File: src/rtl/ppd_pkg.sv
package ppd_pkg;
  typedef enum logic {SZ_BYTE = 1'b0, SZ_WORD = 1'b1} acc_size_e;
  localparam int NUM_SLOTS = 2;
  localparam int STEP_W    = 3;

  function automatic logic [STEP_W-1:0] step_of(acc_size_e s);
    return (s == SZ_WORD) ? 3'd4 : 3'd1;
  endfunction
endpackage

File: src/rtl/ppd_desc_bank.sv
module ppd_desc_bank #(
  parameter int AW = 32,
  parameter int CW = 16
) (
  input  logic                 clk,
  input  logic                 rst_n,
  input  logic                 wr_en,
  input  logic                 wr_sel,
  input  logic [AW-1:0]        wr_base,
  input  logic [CW-1:0]        wr_count,
  input  logic                 busy,
  input  logic                 act_idx,
  input  logic                 clr_en,
  input  logic                 clr_idx,
  output logic [1:0][AW-1:0]   base_q,
  output logic [1:0][CW-1:0]   count_q,
  output logic [1:0]           valid_q
);
  import ppd_pkg::*;

  for (genvar g = 0; g < NUM_SLOTS; g++) begin : g_slot
    logic          hit;
    logic          valid_d;
    logic [AW-1:0] base_d;
    logic [CW-1:0] count_d;

    assign hit = wr_en && (wr_sel == 1'(g)) && !(busy && (act_idx == 1'(g)));

    always_comb begin
      valid_d = valid_q[g];
      base_d  = base_q[g];
      count_d = count_q[g];
      if (clr_en && (clr_idx == 1'(g))) valid_d = 1'b0;
      if (hit) begin
        valid_d = 1'b1;
        base_d  = wr_base;
        count_d = wr_count;
      end
    end

    always_ff @(posedge clk or negedge rst_n) begin
      if (!rst_n) begin
        valid_q[g] <= 1'b0;
        base_q[g]  <= '0;
        count_q[g] <= '0;
      end else begin
        valid_q[g] <= valid_d;
        if (hit) begin
          base_q[g]  <= base_d;
          count_q[g] <= count_d;
        end
      end
    end
  end
endmodule

File: src/rtl/ppd_engine.sv
module ppd_engine #(
  parameter int AW = 32,
  parameter int CW = 16
) (
  input  logic                 clk,
  input  logic                 rst_n,
  input  logic [1:0][AW-1:0]   base_q,
  input  logic [1:0][CW-1:0]   count_q,
  input  logic [1:0]           valid_q,
  input  logic                 size_word,
  input  logic                 unit_done,
  input  logic                 early_end,
  output logic                 busy,
  output logic                 act_idx,
  output logic [AW-1:0]        cur_addr,
  output logic [CW-1:0]        rem_cnt,
  output logic                 starved,
  output logic                 fin,
  output logic                 fin_match
);
  import ppd_pkg::*;

  logic          busy_d, act_d, starved_d;
  logic [AW-1:0] addr_d;
  logic [CW-1:0] rem_d;
  logic [CW-1:0] step_c;
  logic [AW-1:0] step_a;
  logic          last;
  logic          other;

  assign step_c    = {{(CW-STEP_W){1'b0}}, step_of(acc_size_e'(size_word))};
  assign step_a    = {{(AW-STEP_W){1'b0}}, step_of(acc_size_e'(size_word))};
  assign last      = (rem_cnt <= step_c);
  assign other     = ~act_idx;
  assign fin       = busy && ((unit_done && last) || early_end);
  assign fin_match = unit_done && last;

  always_comb begin
    busy_d    = busy;
    act_d     = act_idx;
    starved_d = starved;
    addr_d    = cur_addr;
    rem_d     = rem_cnt;
    if (fin) begin
      act_d = other;
      if (valid_q[other]) begin
        busy_d    = 1'b1;
        addr_d    = base_q[other];
        rem_d     = count_q[other];
        starved_d = 1'b0;
      end else begin
        busy_d    = 1'b0;
        starved_d = 1'b1;
      end
    end else if (busy && unit_done) begin
      addr_d = cur_addr + step_a;
      rem_d  = rem_cnt - step_c;
    end else if (!busy && valid_q[act_idx]) begin
      busy_d    = 1'b1;
      addr_d    = base_q[act_idx];
      rem_d     = count_q[act_idx];
      starved_d = 1'b0;
    end
  end

  always_ff @(posedge clk or negedge rst_n) begin
    if (!rst_n) begin
      busy     <= 1'b0;
      act_idx  <= 1'b0;
      starved  <= 1'b0;
      cur_addr <= '0;
      rem_cnt  <= '0;
    end else begin
      busy     <= busy_d;
      act_idx  <= act_d;
      starved  <= starved_d;
      cur_addr <= addr_d;
      rem_cnt  <= rem_d;
    end
  end
endmodule

File: src/rtl/ppd_status.sv
module ppd_status (
  input  logic clk,
  input  logic rst_n,
  input  logic fin,
  input  logic fin_idx,
  input  logic fin_match,
  input  logic irq_en,
  input  logic irq_ack,
  output logic done,
  output logic done_idx,
  output logic cnt_match,
  output logic irq
);
  logic pend_q, pend_d;
  logic idx_d, match_d;

  always_comb begin
    idx_d   = fin ? fin_idx   : done_idx;
    match_d = fin ? fin_match : cnt_match;
    pend_d  = fin ? 1'b1 : (irq_ack ? 1'b0 : pend_q);
  end

  always_ff @(posedge clk or negedge rst_n) begin
    if (!rst_n) begin
      done      <= 1'b0;
      done_idx  <= 1'b0;
      cnt_match <= 1'b0;
      pend_q    <= 1'b0;
    end else begin
      done      <= fin;
      done_idx  <= idx_d;
      cnt_match <= match_d;
      pend_q    <= pend_d;
    end
  end

  assign irq = pend_q && irq_en;
endmodule

File: src/rtl/pingpong_desc_mgr.sv
module pingpong_desc_mgr #(
  parameter int AW = 32,
  parameter int CW = 16
) (
  input  logic          clk,
  input  logic          rst_n,
  input  logic          cfg_wr,
  input  logic          cfg_sel,
  input  logic [AW-1:0] cfg_base,
  input  logic [CW-1:0] cfg_count,
  input  logic          size_word,
  input  logic          unit_done,
  input  logic          early_end,
  input  logic          irq_en,
  input  logic          irq_ack,
  output logic [AW-1:0] cur_addr,
  output logic [CW-1:0] rem_cnt,
  output logic          busy,
  output logic          active_idx,
  output logic          done,
  output logic          done_idx,
  output logic          cnt_match,
  output logic          starved,
  output logic          irq
);
  logic [1:0][AW-1:0] base_q;
  logic [1:0][CW-1:0] count_q;
  logic [1:0]         valid_q;
  logic               fin, fin_match;

  ppd_desc_bank #(.AW(AW), .CW(CW)) u_bank (
    .clk(clk), .rst_n(rst_n),
    .wr_en(cfg_wr), .wr_sel(cfg_sel), .wr_base(cfg_base), .wr_count(cfg_count),
    .busy(busy), .act_idx(active_idx),
    .clr_en(fin), .clr_idx(active_idx),
    .base_q(base_q), .count_q(count_q), .valid_q(valid_q)
  );

  ppd_engine #(.AW(AW), .CW(CW)) u_eng (
    .clk(clk), .rst_n(rst_n),
    .base_q(base_q), .count_q(count_q), .valid_q(valid_q),
    .size_word(size_word), .unit_done(unit_done), .early_end(early_end),
    .busy(busy), .act_idx(active_idx), .cur_addr(cur_addr), .rem_cnt(rem_cnt),
    .starved(starved), .fin(fin), .fin_match(fin_match)
  );

  ppd_status u_stat (
    .clk(clk), .rst_n(rst_n),
    .fin(fin), .fin_idx(active_idx), .fin_match(fin_match),
    .irq_en(irq_en), .irq_ack(irq_ack),
    .done(done), .done_idx(done_idx), .cnt_match(cnt_match), .irq(irq)
  );
endmodule

File: config.mk
export PLATFORM = sky130hd
export DESIGN_NAME = pingpong_desc_mgr
export DESIGN_NICKNAME = d
export VERILOG_FILES = /design/src/rtl/ppd_pkg.sv /design/src/rtl/ppd_desc_bank.sv /design/src/rtl/ppd_engine.sv /design/src/rtl/ppd_status.sv /design/src/rtl/pingpong_desc_mgr.sv
export SDC_FILE = /design/constraint.sdc
export NUM_CORES = 1
export LEC_CHECK = 0
export BUFFER_PORTS_ARGS = -buffer_cell sky130_fd_sc_hd__buf_2
export CORE_MARGIN = 2
export CORE_UTILIZATION = 54
export CTS_BUF_LIST = sky130_fd_sc_hd__clkbuf_8
export CTS_CLUSTER_DIAMETER = 80
export CTS_CLUSTER_SIZE = 16
export DETAILED_ROUTE_END_ITERATION = 7
export GPL_ROUTABILITY_DRIVEN = 0
export PLACE_DENSITY = 0.81
export REMOVE_ABC_BUFFERS = 1
export SYNTH_ARGS = -nofsm -noshare
export SYNTH_HDL_FRONTEND = slang
export SYNTH_SLANG_ARGS = --single-unit
export TNS_END_PERCENT = 50
File: constraint.sdc
create_clock -name clk -period 2.5 [get_ports clk]
set_input_delay 0.125 -clock clk [delete_from_list [all_inputs] [get_ports clk]]
set_output_delay 0.125 -clock clk [all_outputs]
set_load 0.02 [all_outputs]
Word-level counts from Yosys, hierarchy flattened:

Cells that the tools add are included.

* magnitude comparators: 3
* eq/ne operators: 2
* bitwise gates (word level): 2
* reductions and logical operators: 24
* multiplexer cells: 35
* add/subtract/negate cells: 2

Operators with widths (count)
* $mux 32: 8
* $mux 16: 8
* $add 32x3->32: 1
* $mux 1: 18
* $le 16x3->1: 1
* $sub 16x3->16: 1
* $logic_and 1x1->1: 13
* $reduce_bool 2->1: 4
* $lt 1x2->1 const B: 2
* $reduce_and 2->1: 2
* $logic_not 1->1: 3
* $mux 3: 1
* $reduce_bool 3->1: 1
* $ne 2x1->1 const B: 1
* $ne 2x2->1 const B: 1
* $not 1->1: 2
* $logic_or 1x1->1: 1

* register bits: 153
* logic and storage cells: 83

Logic depth before layout (Yosys ltp):

Gate-level depths: netlist of run 1.

* depth after elaboration: 8
* mapped depth: 12
* gate-level depth less buffers: 10

By module:

From an unflattened synthesis of run 1, not the netlist that was laid out.

* cell total of the unflattened synthesis: 844
* area, all modules: 8807.2 µm²

By module, submodules not included
* ppd_engine: cells each 622, seq. area each 1276.2 µm², times used 1, area an instance 5018.6 µm²
* ppd_desc_bank: cells each 213, seq. area each 2452.4 µm², times used 1, area an instance 3647.2 µm²
* ppd_status: cells each 9, seq. area each 100.1 µm², times used 1, area an instance 141.4 µm²

Worst setup path after synthesis of run 1:

No wires, ideal clock.

* path kind: flip-flop to flip-flop
* start: register u_eng.rem_cnt[0]
* end: register u_eng.cur_addr[23]
* stages on the path, launching flop included: 12
* data arrival time: 2.478 ns
* period minus slack after synthesis: 2.599 ns
* library setup time: 0.121 ns
* path buffers: 1
* path slack: -0.099 ns
* path through: dfrtp_1 -> inv_1 -> ha_1 -> ha_1 -> nor2b_1 -> o21ai_0 -> a41oi_4 -> inv_4 -> nor2_2 -> clkbuf_1 -> a21oi_1 -> o22a_1

* longest elaborated chain between the ends: 6
* elaborated cells on any way between the ends: 8
* those cells by class: order compare (1); eq/ne (1); mux (1); reduce/logical (5)

RTL lines
* start, declared: RTL line ppd_engine.sv:16 `output logic [CW-1:0] rem_cnt,`
* start signal, assigned: RTL line ppd_engine.sv:78 `rem_cnt <= rem_d;`
* $le 16x3->1 (*): RTL line ppd_engine.sv:33 `assign last = (rem_cnt <= step_c);`
* $logic_and 1x1->1 (*): RTL line ppd_engine.sv:35 `assign fin = busy && ((unit_done && last) || early_end);`
* $logic_or 1x1->1 (*): RTL line ppd_engine.sv:35
* $logic_and 1x1->1 (*): RTL line ppd_engine.sv:35
* $ne 2x1->1 (no line) / $reduce_bool 3->1 (equally long branches)
* $reduce_and 2->1 (no line)
* end signal, assigned: RTL line ppd_engine.sv:77 `cur_addr <= addr_d;`
* end, declared: RTL line ppd_engine.sv:15 `output logic [AW-1:0] cur_addr,`

Every way passes the cells marked *; elsewhere a longest branch is shown, timed or not.
A chain may end at the register's enable or synchronous reset.

Worst setup path in the final report of run 1:

* start: register u_eng.rem_cnt[0]
* end: register u_eng.rem_cnt[6]

* longest elaborated chain between the ends: 6
* elaborated cells on any way between the ends: 10
* those cells by class: add/sub (1); order compare (1); eq/ne (1); mux (2); reduce/logical (5)

RTL lines (RTL line)
* $le 16x3->1: ppd_engine.sv:33
* $logic_and 1x1->1: ppd_engine.sv:35
* $logic_or 1x1->1: ppd_engine.sv:35
* $logic_and 1x1->1: ppd_engine.sv:35
* $ne 2x1->1 (no line) / $reduce_bool 3->1 (equally long branches)
* $reduce_and 2->1 (no line)

Several ways; a longest one is shown, not always the timed one.

==> run summary, run 1 <==
The flow ran to the end, but the final reports show violations. The cell row count is 45, and the maximum number of pins on one net before global-route repair is 69. The routed design has 24200 um of wire. The worst pin sits at a relative slew slack of 56.5%. The critical path data arrival time is 2.87 ns, and the actual transition at the worst max-transition pin is 0.653 ns. The layout-stage area growth over the synthesis result is 28.8%, and the maximum ir drop on the vdd rail is 0.694 mV.

The initial utilization of the core area, before any placement, comes to 54.8%. The critical path goes through inv_1 > ha_4 > ha_4 > nor2b_4 > o21ai_4 > a41oi_4 > buf_12 > inv_8 > o21ai_4 > buf_6 > clkbuf_16 > buf_12 > o311a_1 > a21oi_1. The register bit total from synthesis came out at 153. In the routed design, unresolved DRC markers number 0. The area enclosed by the die boundary came out at 16300 um^2. The path type of the worst min-delay path is input port to flop.

The number of fill cells in the layout is 1067. The checks that failed: negative setup slack. The startpoint identified for the worst register-to-register timing path is u_eng.rem_cnt[0]. The final-stage net count came out at 1044.

The share of the synthesized area in the top cell type is 46.3%, and the final-layout worst hold slack is 0.0795 ns. The worst setup path is captured at a flop. In the layout the commonest cells are dfrtp_1 (152), buf_2 (110), mux2_2 (96). Number of buffers on the longest clock path: 2.

Buffers placed on the I/O ports in this run total 111. The H-tree was split into 4 levels. The die is 128 um tall. In this run the clock root is driven by a clkbuf_8. The tools report the worst setup skew after layout as 0.0112 ns. In the synthesized netlist the dominant register cell turns out to be dfrtp_1.

The die extent in x came out at 128 um. Across the whole layout, storage elements account for 3830 um^2. Setup repair after global routing could not meet its margin everywhere. Summed over all layers, the global routing overflow is 0. Power per cell area: 1400 nW/um^2. The commonest non-fill, non-tap cell in the layout is dfrtp_1. The least setup slack across all paths after layout is -0.0237 ns, and the total vias in the final route is 7656.

For the standard cell area after detailed placement, the log shows 9410 um^2. The worst slack at placement was -0.175 ns; the area of the core was 15100 um^2. Summed over all nets, the half-perimeter wirelength after detailed placement is 14900 um. The average cell area after synthesis works out to 10.4 um^2. The source-to-sink clock delay at the later pin of the worst-skew pair was 0.46 ns. The number of setup violations in the final report is 2. The portion of the post-synthesis area used by sequential elements is 46.3%, and the number of antenna violations at the first check in global routing is 1.

The reg-to-reg critical path endpoint was u_eng.rem_cnt[6]. The first-pass GRT wire length was 36700 um. The worst-path cell with the longest stage delay is dfrtp_1.

Measured in cells, the most critical reg-to-reg path has a length of 14. For this block, the initial DRC count from the detailed router was 893. The worst hold path begins at early_end.

After detailed routing, the number of vias per cell comes to 6.48. For this run, asynchronously set or reset flops after synthesis account for 100%. After layout, the minimum clock period comes to 2.52 ns. Cells with a size suffix above 1 make up 34.2% of the layout. Biggest cell delay along the critical path: 0.36 ns. The share of the cycle needed by the critical path after routing was 101%.

Across the run, the number of max-cap violations was 0. The cell count after synthesis came out at 793. In this run the count of I/O pins placed on the die edge is 112. Of all nets on the critical path, the largest fanout is 10. Summing all non-filler instances in the final layout gives an area of 10700 um^2. The synthesized design spends more area on one cell type than any other, namely dfrtp_1. For the max-slew violation count, the log shows 0.

The synthesized netlist contains 68 unique library cells. The number of nets still failing antenna checks after routing was 0. The register-to-register setup slack came out at -0.02 ns. Clock tree synthesis inserted a total of 17 buffers. For the yosys synthesis warning count, the log shows 0.

The area of the multi-input gates is 4250 um^2. The tools report the total iterations of the first detailed-routing run as 8. Clock tree synthesis found a total of 153 sinks. Ranked by total cell area, the synthesized netlist is headed by dfrtp_1 (46%), mux2_2 (13%), o221ai_1 (3.6%).

The number of synthesized flops with an enable pin was 0. The run gives 396 MHz as the achievable clock frequency. Area of the mapped netlist: 8270 um^2.

The register clock-pin slew on the reported worst setup and hold paths is 0.08 ns, and the number of buffers and inverters on the critical path is 6. Global routing consumed, over all layers together, 28.2% of the routing resources. For hold timing, the worst endpoint is u_stat.cnt_match. The final count of hold timing violations is 0, and the leakage power total is 4.54 nW.

The type of the setup path with the least slack was flop to flop. The worst hold path passes through 3 cells. For the worst setup path, the data required time is 2.85 ns. Broken down by cell family, the worst path's largest delay share belongs to compound AO/OA/AOI/OAI gates. TritonCTS built the clock tree. Dividing the detail-routed wire length by the instance count gives 20.5 um. For the via count of the first global-routing pass, the log shows 7199. The worst setup path is launched from a flop.
[worst reg2reg max path: cells and delay by family (launching register included)]
kind / cells / cell delay, ns
AO/OA/AOI/OAI: 5 / 0.81
adder cells (fa/ha/maj): 2 / 0.35
buffers and inverters: 6 / 0.76
flip-flops: 1 / 0.36
AND/OR/NAND/NOR: 1 / 0.15
[where the power goes]
group	switching, mW	total (mW)	leakage, nW	internal (mW)
logic	4.18	7.90	2.52	3.73
clock network	0.902	1.95	0.220	1.04
registers	1.26	5.03	1.80	3.77
total	6.34	14.9	4.54	8.54
[worst max path at each step]
stage | slack [ns] | endpoint | from | depth (start not counted)
4_1_cts | 0.01 | u_eng.cur_addr[26] | u_eng.rem_cnt[0] | 11
2_1_floorplan | -3.75 | u_bank.base_q[0] | u_eng.act_idx | 3
3_5_place_dp | -0.18 | u_eng.cur_addr[25] | u_eng.rem_cnt[0] | 11
3_3_place_gp | -0.04 | u_eng.cur_addr[26] | u_eng.rem_cnt[2] | 9
6_report | -0.02 | u_eng.rem_cnt[6] | u_eng.rem_cnt[0] | 14
5_1_grt | -0.1 | u_eng.rem_cnt[6] | u_eng.rem_cnt[0] | 14
[Yosys cell counts (4+ instances only)]
| library cell | n |
|---|---|
| a211o_1 | 4 |
| a211oi_1 | 13 |
| a21o_1 | 4 |
| a21oi_1 | 44 |
| a221o_1 | 6 |
| a221oi_1 | 5 |
| a22o_1 | 6 |
| a31oi_1 | 4 |
| and2_1 | 4 |
| and3_1 | 5 |
| and4_1 | 5 |
| buf_2 | 18 |
| clkbuf_1 | 44 |
| dfrtp_1 | 153 |
| ha_1 | 6 |
| inv_1 | 13 |
| mux2_2 | 96 |
| mux2i_1 | 11 |
| nand2_1 | 27 |
| nand3_1 | 26 |
| nand4_1 | 9 |
| nor2_1 | 70 |
| nor2b_1 | 8 |
| nor3_1 | 12 |
| nor4_1 | 8 |
| o211ai_1 | 9 |
| o21a_1 | 9 |
| o21ai_0 | 43 |
| o221a_2 | 4 |
| o221ai_1 | 34 |
| o22a_1 | 8 |
| o22ai_1 | 10 |
| o311a_1 | 17 |
| or3_1 | 4 |
| xnor2_1 | 4 |
[flip-flops by register name, summed over array words and instances (netlist names), 2 cells and up]
signal          flops
u_eng.rem_cnt      16
u_bank.count_q     32
u_bank.valid_q      2
u_eng.cur_addr     32
u_bank.base_q      64
[routing by layer]
| layer | global-route usage (%) | vias to the layer above | wire, um |
|---|---|---|---|
| li1 | - | 3424 | - |
| met1 | 37.2 | 3765 | 9980 |
| met2 | 46.4 | 391 | 11700 |
| met3 | 4.97 | 76 | 1680 |
| met4 | 11.6 | 0 | 803 |
| met5 | 0 | - | 0 |
[repair_timing]
| action | 4_1_cts | 5_1_grt |
|---|---|---|
| gates cloned | 0 | 4 |
| setup buffers | 0 | 11 |
| gates resized for setup | 4 | 32 |
| hold endpoints to repair | 162 | 0 |
| hold buffers | 50 | 0 |
| pin swaps | 1 | 8 |
| setup endpoints to repair | 38 | 39 |
[logic make-up (layout without fill, tap and decap cells)]
kind of cell | Yosys count | count (layout) | share of synthesized area (%)
AOI/OAI and AO/OA | 246 | 246 | 21.8
and+or+nand+nor | 197 | 197 | 12.0
DFF | 153 | 153 | 46.3
muxes | 107 | 107 | 14.4
buffers and inverters | 78 | 278 | 3.93
adders and majority gates | 6 | 6 | 0.908
xor gates and xnor gates | 6 | 6 | 0.635
other | 0 | 1 | 0
[cell type report]
type,count,share of cell area [%]
Antenna cell,1,0.0235
Clock buffer,20,2.58
Clock inverter,11,1.23
Inverter,14,0.564
Multi-Input combinational cell,562,39.9
Sequential cell,153,36.0
Tap cell,188,2.21
Timing Repair Buffer,232,17.4
Timing Repair inverter,1,0.0705
[stage by stage]
step                      power, mW  cells  TNS (ns)  util (%)
after floorplan                9.44    729   -390.52         -
after global placement         11.7   1086   -0.0750      62.3
after detailed placement       12.0   1086     -2.10      62.3
after CTS                      14.1   1167         0      68.4
after global routing           15.7   1182    -0.928      70.6
final                          14.9   1182   -0.0328      70.6
(Power assumes the default switching activity.)
==> inputs of run 2 (changes only) <==
--- a/config.mk
+++ b/config.mk
@@ -13,8 +13,10 @@
 export CTS_CLUSTER_SIZE = 16
 export DETAILED_ROUTE_END_ITERATION = 7
 export GPL_ROUTABILITY_DRIVEN = 0
+export HOLD_SLACK_MARGIN = 0.08
 export PLACE_DENSITY = 0.81
 export REMOVE_ABC_BUFFERS = 1
+export SETUP_SLACK_MARGIN = 0.4
 export SYNTH_ARGS = -nofsm -noshare
 export SYNTH_HDL_FRONTEND = slang
 export SYNTH_SLANG_ARGS = --single-unit
==> run 2 against run 1 <==
Net effect: the run ends with design-rule violations, negative setup slack left; worst setup slack got worse by 0.11 ns; critical path type unchanged; sequential share of layout area decreased by 2.3 points; largest power group unchanged; largest cell class unchanged; via count grew 13%.
==> run summary, run 2 (synthesized netlist as in run 1, its figures left out) <==
Traced cell by cell, the critical path runs through nor4_1 > buf_4 > and4b_1 > a41oi_4 > buf_6 > inv_8 > o21ai_4 > buf_12 > buf_8 > buf_12 > buf_16 > a21oi_2 > nor3_1. The run gives 2.85 ns (about the same) as the required arrival time at the worst endpoint. The number of fill cells in the layout came out at 867 (-19%).

The critical path ends at u_eng.cur_addr[19]. The clock period minus final worst setup slack is 2.64 ns (+0.114 ns). The logs give 8 (unchanged) for the total iterations of the first detailed-routing run and -0.14 ns (-0.11 ns) for the register-to-register setup slack.

The global-route usage over all layers was 31.7% (+3.5 points); the number of cells on the worst reg-to-reg path was 13 (-1). STA classifies the critical path endpoint as a flop. Cell row count: 45 (unchanged). The maximum level of the CTS H-tree is 4 (unchanged), and the number of buffer cells added on primary ports is 111 (unchanged). The number of flip-flops in the largest register was 64 (unchanged); the number of buffers inserted during clock tree synthesis was 17 (unchanged). In the layout the commonest cells are dfrtp_1 (152), buf_2 (110), mux2_2 (96). The biggest cell delay along the critical path was 0.41 ns (+0.05 ns). Worst setup path startpoint: u_eng.rem_cnt[4]. The number of violations reported at the end of detailed-routing iteration 0 is 1452 (+63%), and the final-stage net count is 1076 (+3.1%). The run gives 0 (unchanged) as the reported max-cap violation count. The worst slew margin relative to its limit was 48.7% (-7.7 points); the number of antenna violations at the first check in global routing was 0 (-1).

The tools report the max-slew violation count as 0 (unchanged). Number of top-level pins: 112 (unchanged). Number of nets still failing antenna checks after routing: 0 (unchanged). The power per cell area came out at 1520 nW/um^2 (+8.8%).

The final reports fail on design-rule violations, negative setup slack. The reg-to-reg critical path endpoint was u_eng.cur_addr[19]. The number of clock sinks is 153 (unchanged). The worst slack at placement is -0.175 ns (unchanged). The actual transition at the worst max-transition pin was 0.768 ns (+0.115 ns); the area taken by flip-flops and latches was 3830 um^2 (unchanged). Least setup slack across all paths after layout: -0.137 ns (-0.114 ns). The flow ran to the end, but the final reports show violations.

The via density per instance works out to 7.14 (+10%). For the leakage power total, the log shows 4.85 nW (+6.8%). The tools report the final count of hold timing violations as 0 (unchanged). The run gives 2 (unchanged) as the number of buffers on the longest clock path.

The height of the die came out at 128 um (unchanged). The run gives 40800 um (+11%) as the first-pass GRT wire length. The share of final-layout standard cells stronger than drive strength 1 works out to 39.7% (+5.5 points). The logs give 8660 (+13%) for the total vias in the final route and 15100 um^2 (unchanged) for the area of the core. The startpoint type of the worst setup path was a flop. In the final layout, the registers with the most flip-flops are u_bank.base_q x64, u_bank.count_q x32, u_eng.cur_addr x32. Leaving out fill and tap cells, the most frequent cell in the layout is dfrtp_1. Aggregate global routing overflow: 0 (unchanged). The path type of the worst min-delay path was input port to async pin.

The tools report the post-route cell area as 11400 um^2 (+6.8%). Via count of the first global-routing pass: 7862 (+9.2%). The achievable clock frequency was 379 MHz (-4.3%).

The run gives 2.99 ns (+0.12 ns) as the critical path data arrival time. The highest fanout seen on the critical path was 5 (-5). Most used cell along the critical path: buf_12. Relative to the synthesized area, the layout overhead comes to 37.6%. The run gives 54.8% (unchanged) as the initial cell density of the core. The register clock-pin slew on the reported worst setup and hold paths is 0.09 ns (about the same), and the area enclosed by the die boundary is 16300 um^2 (unchanged). The final-layout worst hold slack was 0.241 ns (+0.161 ns); the die extent in x was 128 um (unchanged). The register with the most flip-flops in the final layout is u_bank.base_q. The maximum ir drop on the vdd rail is 0.835 mV (+20%).

The startpoint identified for the worst register-to-register timing path is u_eng.rem_cnt[4]. The source-to-sink clock delay at the later pin of the worst-skew pair was 0.47 ns (about the same); the standard cell area after detailed placement was 9410 um^2 (unchanged). The run gives 14900 um (unchanged) as the post-DP HPWL.

The logs give 2 (+2) for the number of DRC violations after detailed routing and 75.4% (+4.8 points) for the utilization after layout. The antenna cell count is 0 (-1). Clock root buffer: clkbuf_8. TritonCTS built the clock tree.

The per-cell routed wire length was 25.3 um (+23%). The worst setup skew after layout was 0.0230 ns (+0.0118 ns); the area of the multi-input gates was 4470 um^2 (+5.0%). Maximum number of pins on one net before global-route repair: 69 (unchanged). Setup repair after global routing could not meet its margin everywhere. Number of setup violations in the final report: 39 (+37). The overall power was 17.3 mW (+16%). Among all stages on the critical path, the largest delay is contributed by dfrtp_1. The total length of routed wires was 30700 um (+27%). Share of the cycle needed by the critical path after routing: 105% (+4.5 points). By startpoint and endpoint, the worst setup path is classified as flop to flop.
[run 2: cell types whose count changed in the layout (fill, tap and decap cells not counted), sizes merged]
cell         delta
clkbuf          +4
diode           -1
buf            +26
dlygate4sd3     +1
bufbuf          +1
[run 2: area by class of cell]
type | count | share of cell area, %
timing repair buffer | 264 | 20.9
clock buffer | 20 | 2.42
tap | 188 | 2.07
timing repair inverter | 1 | 0.0660
multi-input combinational | 562 | 39.2
sequential | 153 | 33.7
inverter | 14 | 0.528
clock inverter | 11 | 1.15
[run 2: how the worst min path moves through the flow]
stage | endpoint | slack (ns) | depth (start not counted)
6_report | u_bank.count_q[26] | 0.24 | 2
5_1_grt | u_bank.base_q[21] | 0.29 | 4
4_1_cts | u_bank.valid_q[0] | 0.22 | 5
3_5_place_dp | u_bank.count_q[17] | 0.17 | 1
3_3_place_gp | u_bank.count_q[17] | 0.17 | 1
2_1_floorplan | u_bank.base_q[0] | -0.17 | 0
[run 2: where the power goes]
part           switching [mW]  internal [mW]  total [mW]
Combinational            5.23           4.89        10.1
Clock                   0.946           1.05        1.99
Sequential               1.41           3.77        5.18
[run 2: per-layer routing]
| metal | vias to the layer above | GRT usage (%) | routed length [um] |
|---|---|---|---|
| met2 | 761 | 51.8 | 13800 |
| li1 | 3499 | - | - |
| met3 | 279 | 8.06 | 3550 |
| met4 | 0 | 15.6 | 2670 |
| met1 | 4121 | 39.4 | 10700 |
| met5 | - | 0 | 0 |
[run 2: metrics by stage]
stage | setup TNS [ns] | instances
global route | -4.75 | 1213
finish | -1.98 | 1213
floorplan | -390.52 | 729
detailed placement | -2.10 | 1086
global placement | -0.0750 | 1086
CTS | 0 | 1194
[run 2: critical path, delay by kind of cell, from the launching register on]
kind / cells / cell delay, ns
buffers and inverters: 7 / 0.99
and+or+nand+nor: 3 / 0.72
DFF: 1 / 0.41
AOI/OAI and AO/OA: 3 / 0.40
[run 2: what timing repair did]
item | in CTS | in global routing
hold buffers | 51 | 0
setup buffers | 17 | 12
hold endpoints to repair | 163 | 0
pin swaps | 13 | 27
cloned | 9 | 7
resized for setup | 40 | 54
setup endpoints to repair | 55 | 50
==> inputs of run 3 (changes only) <==
--- a/config.mk
+++ b/config.mk
@@ -6,8 +6,10 @@
 export NUM_CORES = 1
 export LEC_CHECK = 0
 export BUFFER_PORTS_ARGS = -buffer_cell sky130_fd_sc_hd__buf_2
+export CELL_PAD_IN_SITES_DETAIL_PLACEMENT = 2
+export CELL_PAD_IN_SITES_GLOBAL_PLACEMENT = 2
 export CORE_MARGIN = 2
-export CORE_UTILIZATION = 54
+export CORE_UTILIZATION = 35
 export CTS_BUF_LIST = sky130_fd_sc_hd__clkbuf_8
 export CTS_CLUSTER_DIAMETER = 80
 export CTS_CLUSTER_SIZE = 16
==> run 3 against run 2 <==
Net effect: the flow finishes with violations (negative setup slack); via count rose by 6.8%; final area rose by 8.9%; fmax fell by 8.0%; die area rose by 52%; clock-buffer cell count fell by 3; worst setup slack got worse by 0.23 ns; sequential cell count did not move; critical path type unchanged; largest cell class unchanged.
==> run summary, run 3 (synthesized netlist as in run 1, its figures left out) <==
The logs give 5.20 nW (+7.1%) for the leakage power total and 9246 (+6.8%) for the total vias in the final route. The number of fill cells in the layout was 2259 (+160%). Setup repair after global routing could not meet its margin everywhere. The run gives 9536 (+21%) as the via count of the first global-routing pass. For the final-stage net count, the log shows 1122 (+4.3%).

The run gives 20.4 mW (+18%) as the overall power. The switching power share of the total came out at 49.4% (+5.6 points). The largest registers in the layout are u_bank.base_q x64, u_bank.count_q x32, u_eng.cur_addr x32.

The logs give 0.0354 ns (+0.0124 ns) for the worst setup skew after layout and 112 (unchanged) for the number of top-level pins. The run gives 1393 (+15%) as the post-layout instance count excluding filler cells. The achievable clock frequency was 349 MHz (-8.0%). The critical path is of the flop to flop type. The critical path data arrival time came out at 3.32 ns (+0.33 ns). The via density per instance is 6.64 (-7.0%).

The tools report the category of the worst setup path capture point as a flop. The run gives 62.2% (+3.7 points) as the power share of the combinational group. The number of buffers and inverters on the critical path works out to 5 (-2). u_bank.base_q holds more flip-flops than any other register.

The tools report the number of buffers on the longest clock path as 2 (unchanged). The switching power summed over all nets was 10.1 mW (+33%). The height of the die was 158 um (+23%); the initial cell density of the core was 35.4% (-19 points).

For the number of setup violations in the final report, the log shows 48 (+23%). The total length of routed wires is 50600 um (+65%). The run gives 0 (unchanged) as the number of nets still failing antenna checks after routing.

For the worst slew margin relative to its limit, the log shows 49.0% (+0.28 points). The tools report the number of antenna violations at the first check in global routing as 2 (+2). For the global-route usage over all layers, the log shows 33.0% (+1.3 points).

The maximum level of the CTS H-tree was 4 (unchanged); the setup total negative slack was -10.76 ns (-8.78 ns). First-pass GRT wire length: 60600 um (+49%). The tools report the relative contribution of sequential cells to total power as 27.5% (-2.4 points).

The power per cell area works out to 1640 nW/um^2 (+8.1%). The required arrival time at the worst endpoint was 2.95 ns (+0.10 ns); the register clock-pin slew on the reported worst setup and hold paths was 0.12 ns (+0.03 ns). The source-to-sink clock delay at the later pin of the worst-skew pair was 0.54 ns (+0.07 ns).

In this run the worst setup path begins at u_eng.rem_cnt[0]. The run gives 0 (unchanged) as the aggregate global routing overflow. Most used cell along the critical path: ha_4.

The checks that failed: negative setup slack. The number of DRC violations after detailed routing came out at 0 (-2). The highest fanout seen on the critical path was 8 (+3). The tools report the startpoint type of the worst setup path as a flop. The area of the core was 23300 um^2 (+55%); the biggest cell delay along the critical path was 0.45 ns (+0.04 ns). The reported max-cap violation count came out at 0 (unchanged). The die extent in x was 158 um (+23%). The final count of hold timing violations came out at 0 (unchanged). The slowest stage of the critical path belongs to the cell dfrtp_1. The logs give 10.3 mW (+6.1%) for the internal portion of total power and 10.2% (-1.3 points) for the part of the power in the clock network.

The maximum ir drop on the vdd rail was 0.606 mV (-27%); the cell row count was 56 (+24%). The post-DP HPWL came out at 20400 um (+37%). The per-cell routed wire length came out at 36.3 um (+44%). The clock period minus final worst setup slack is 2.87 ns (+0.228 ns).

Number of violations reported at the end of detailed-routing iteration 0: 977 (-33%). The area enclosed by the die boundary was 24900 um^2 (+52%); the share of the cycle needed by the critical path after routing was 115% (+9.1 points). The layout-stage area growth over the synthesis result is 49.9%, and the number of clock sinks is 153 (unchanged). The tools report the clock root buffer as clkbuf_8. The run gives 53.1% (-22 points) as the utilization after layout. The path class of the tightest hold or removal check is input port to async pin. The startpoint identified for the worst register-to-register timing path is u_eng.rem_cnt[0].

The total placed cells including tap cells was 1234 (+14%); the number of flip-flops in the largest register was 64 (unchanged). The run finished, with violations left. In this design, the largest share of critical-path delay is due to compound AO/OA/AOI/OAI gates. The maximum number of pins on one net before global-route repair is 69 (unchanged). The number of buffer cells added on primary ports is 111 (unchanged), and the number of buffers inserted during clock tree synthesis is 17 (unchanged). TritonCTS built the clock tree. The top cell types in the final layout, fill and taps aside, are dfrtp_1 (152), buf_2 (110), mux2_2 (96). Total iterations of the first detailed-routing run: 5 (-3). The run gives -0.366 ns (-0.228 ns) as the least setup slack across all paths after layout.

The max-slew violation count was 0 (unchanged). Walking the worst path, the cells encountered are inv_2 > ha_4 > ha_4 > nor2b_4 > o21ai_2 > buf_6 > a41oi_4 > clkinv_4 > o21ai_4 > buf_4 > buf_12 > o211ai_1 > a32oi_2. Actual transition at the worst max-transition pin: 0.765 ns (-0.00335 ns). The commonest non-fill, non-tap cell in the layout was dfrtp_1. The share of final-layout standard cells stronger than drive strength 1 came out at 47.0% (+7.3 points).
[run 3: final cells by class]
class | instances | area (um^2) | share of cell area, %
multi-input combinational | 562 | 4820 | 38.9
inverter | 14 | 57.6 | 0.464
tap | 319 | 399 | 3.22
sequential | 153 | 3830 | 30.9
antenna | 2 | 5.00 | 0.0404
timing repair buffer | 311 | 2910 | 23.5
clock inverter | 15 | 136 | 1.10
clock buffer | 17 | 234 | 1.89
[run 3: what timing repair did]
action                                  CTS  global route
setup buffers                            26            30
gates resized for setup                  72           126
hold buffers                             50             0
endpoints found under the hold margin   152             0
pin swaps                                25            43
endpoints found under the setup margin  100           101
cloned                                    6            13
[run 3: worst paths after layout]
check / end / slack, ns / cells past startpoint
worst max-delay path: u_eng.rem_cnt[12] / -0.37 / 13
worst min-delay path: u_eng.rem_cnt[11] / 0.15 / 2
worst max register to register: u_eng.rem_cnt[12] / -0.37 / 13
worst min register to register: u_stat.pend_q / 0.53 / 2
max in group asynchronous: u_bank.base_q[62] / 1.54 / 3
min in group clk: u_stat.cnt_match / 0.15 / 3
[run 3: power by group through the flow]
stage	Combinational, mW	Clock (mW)	Sequential (mW)
detailed placement	7.77	0	5.06
CTS	9.17	1.93	5.10
global route	13.0	2.17	5.68
floorplan	4.08	0	5.36
global placement	7.38	0	4.95
finish	12.7	2.08	5.61
[run 3: per-stage QoR]
stage	hold slack, ns	setup slack, ns	area [um^2]
6_report	0.149	-0.366	12400
5_1_grt	0.148	-0.386	12400
4_1_cts	0.0881	0.0330	11300
3_5_place_dp	0.163	-0.143	9750
3_3_place_gp	0.157	0.0375	9750
2_1_floorplan	-0.171	-3.75	8000
[run 3: per-layer routing]
metal	up-vias	GRT usage, %	wire length [um]
met3	303	6.21	3680
li1	3585	-	-
met4	0	20.2	3900
met5	-	0	0
met1	4713	38.4	18800
met2	645	56.4	24200
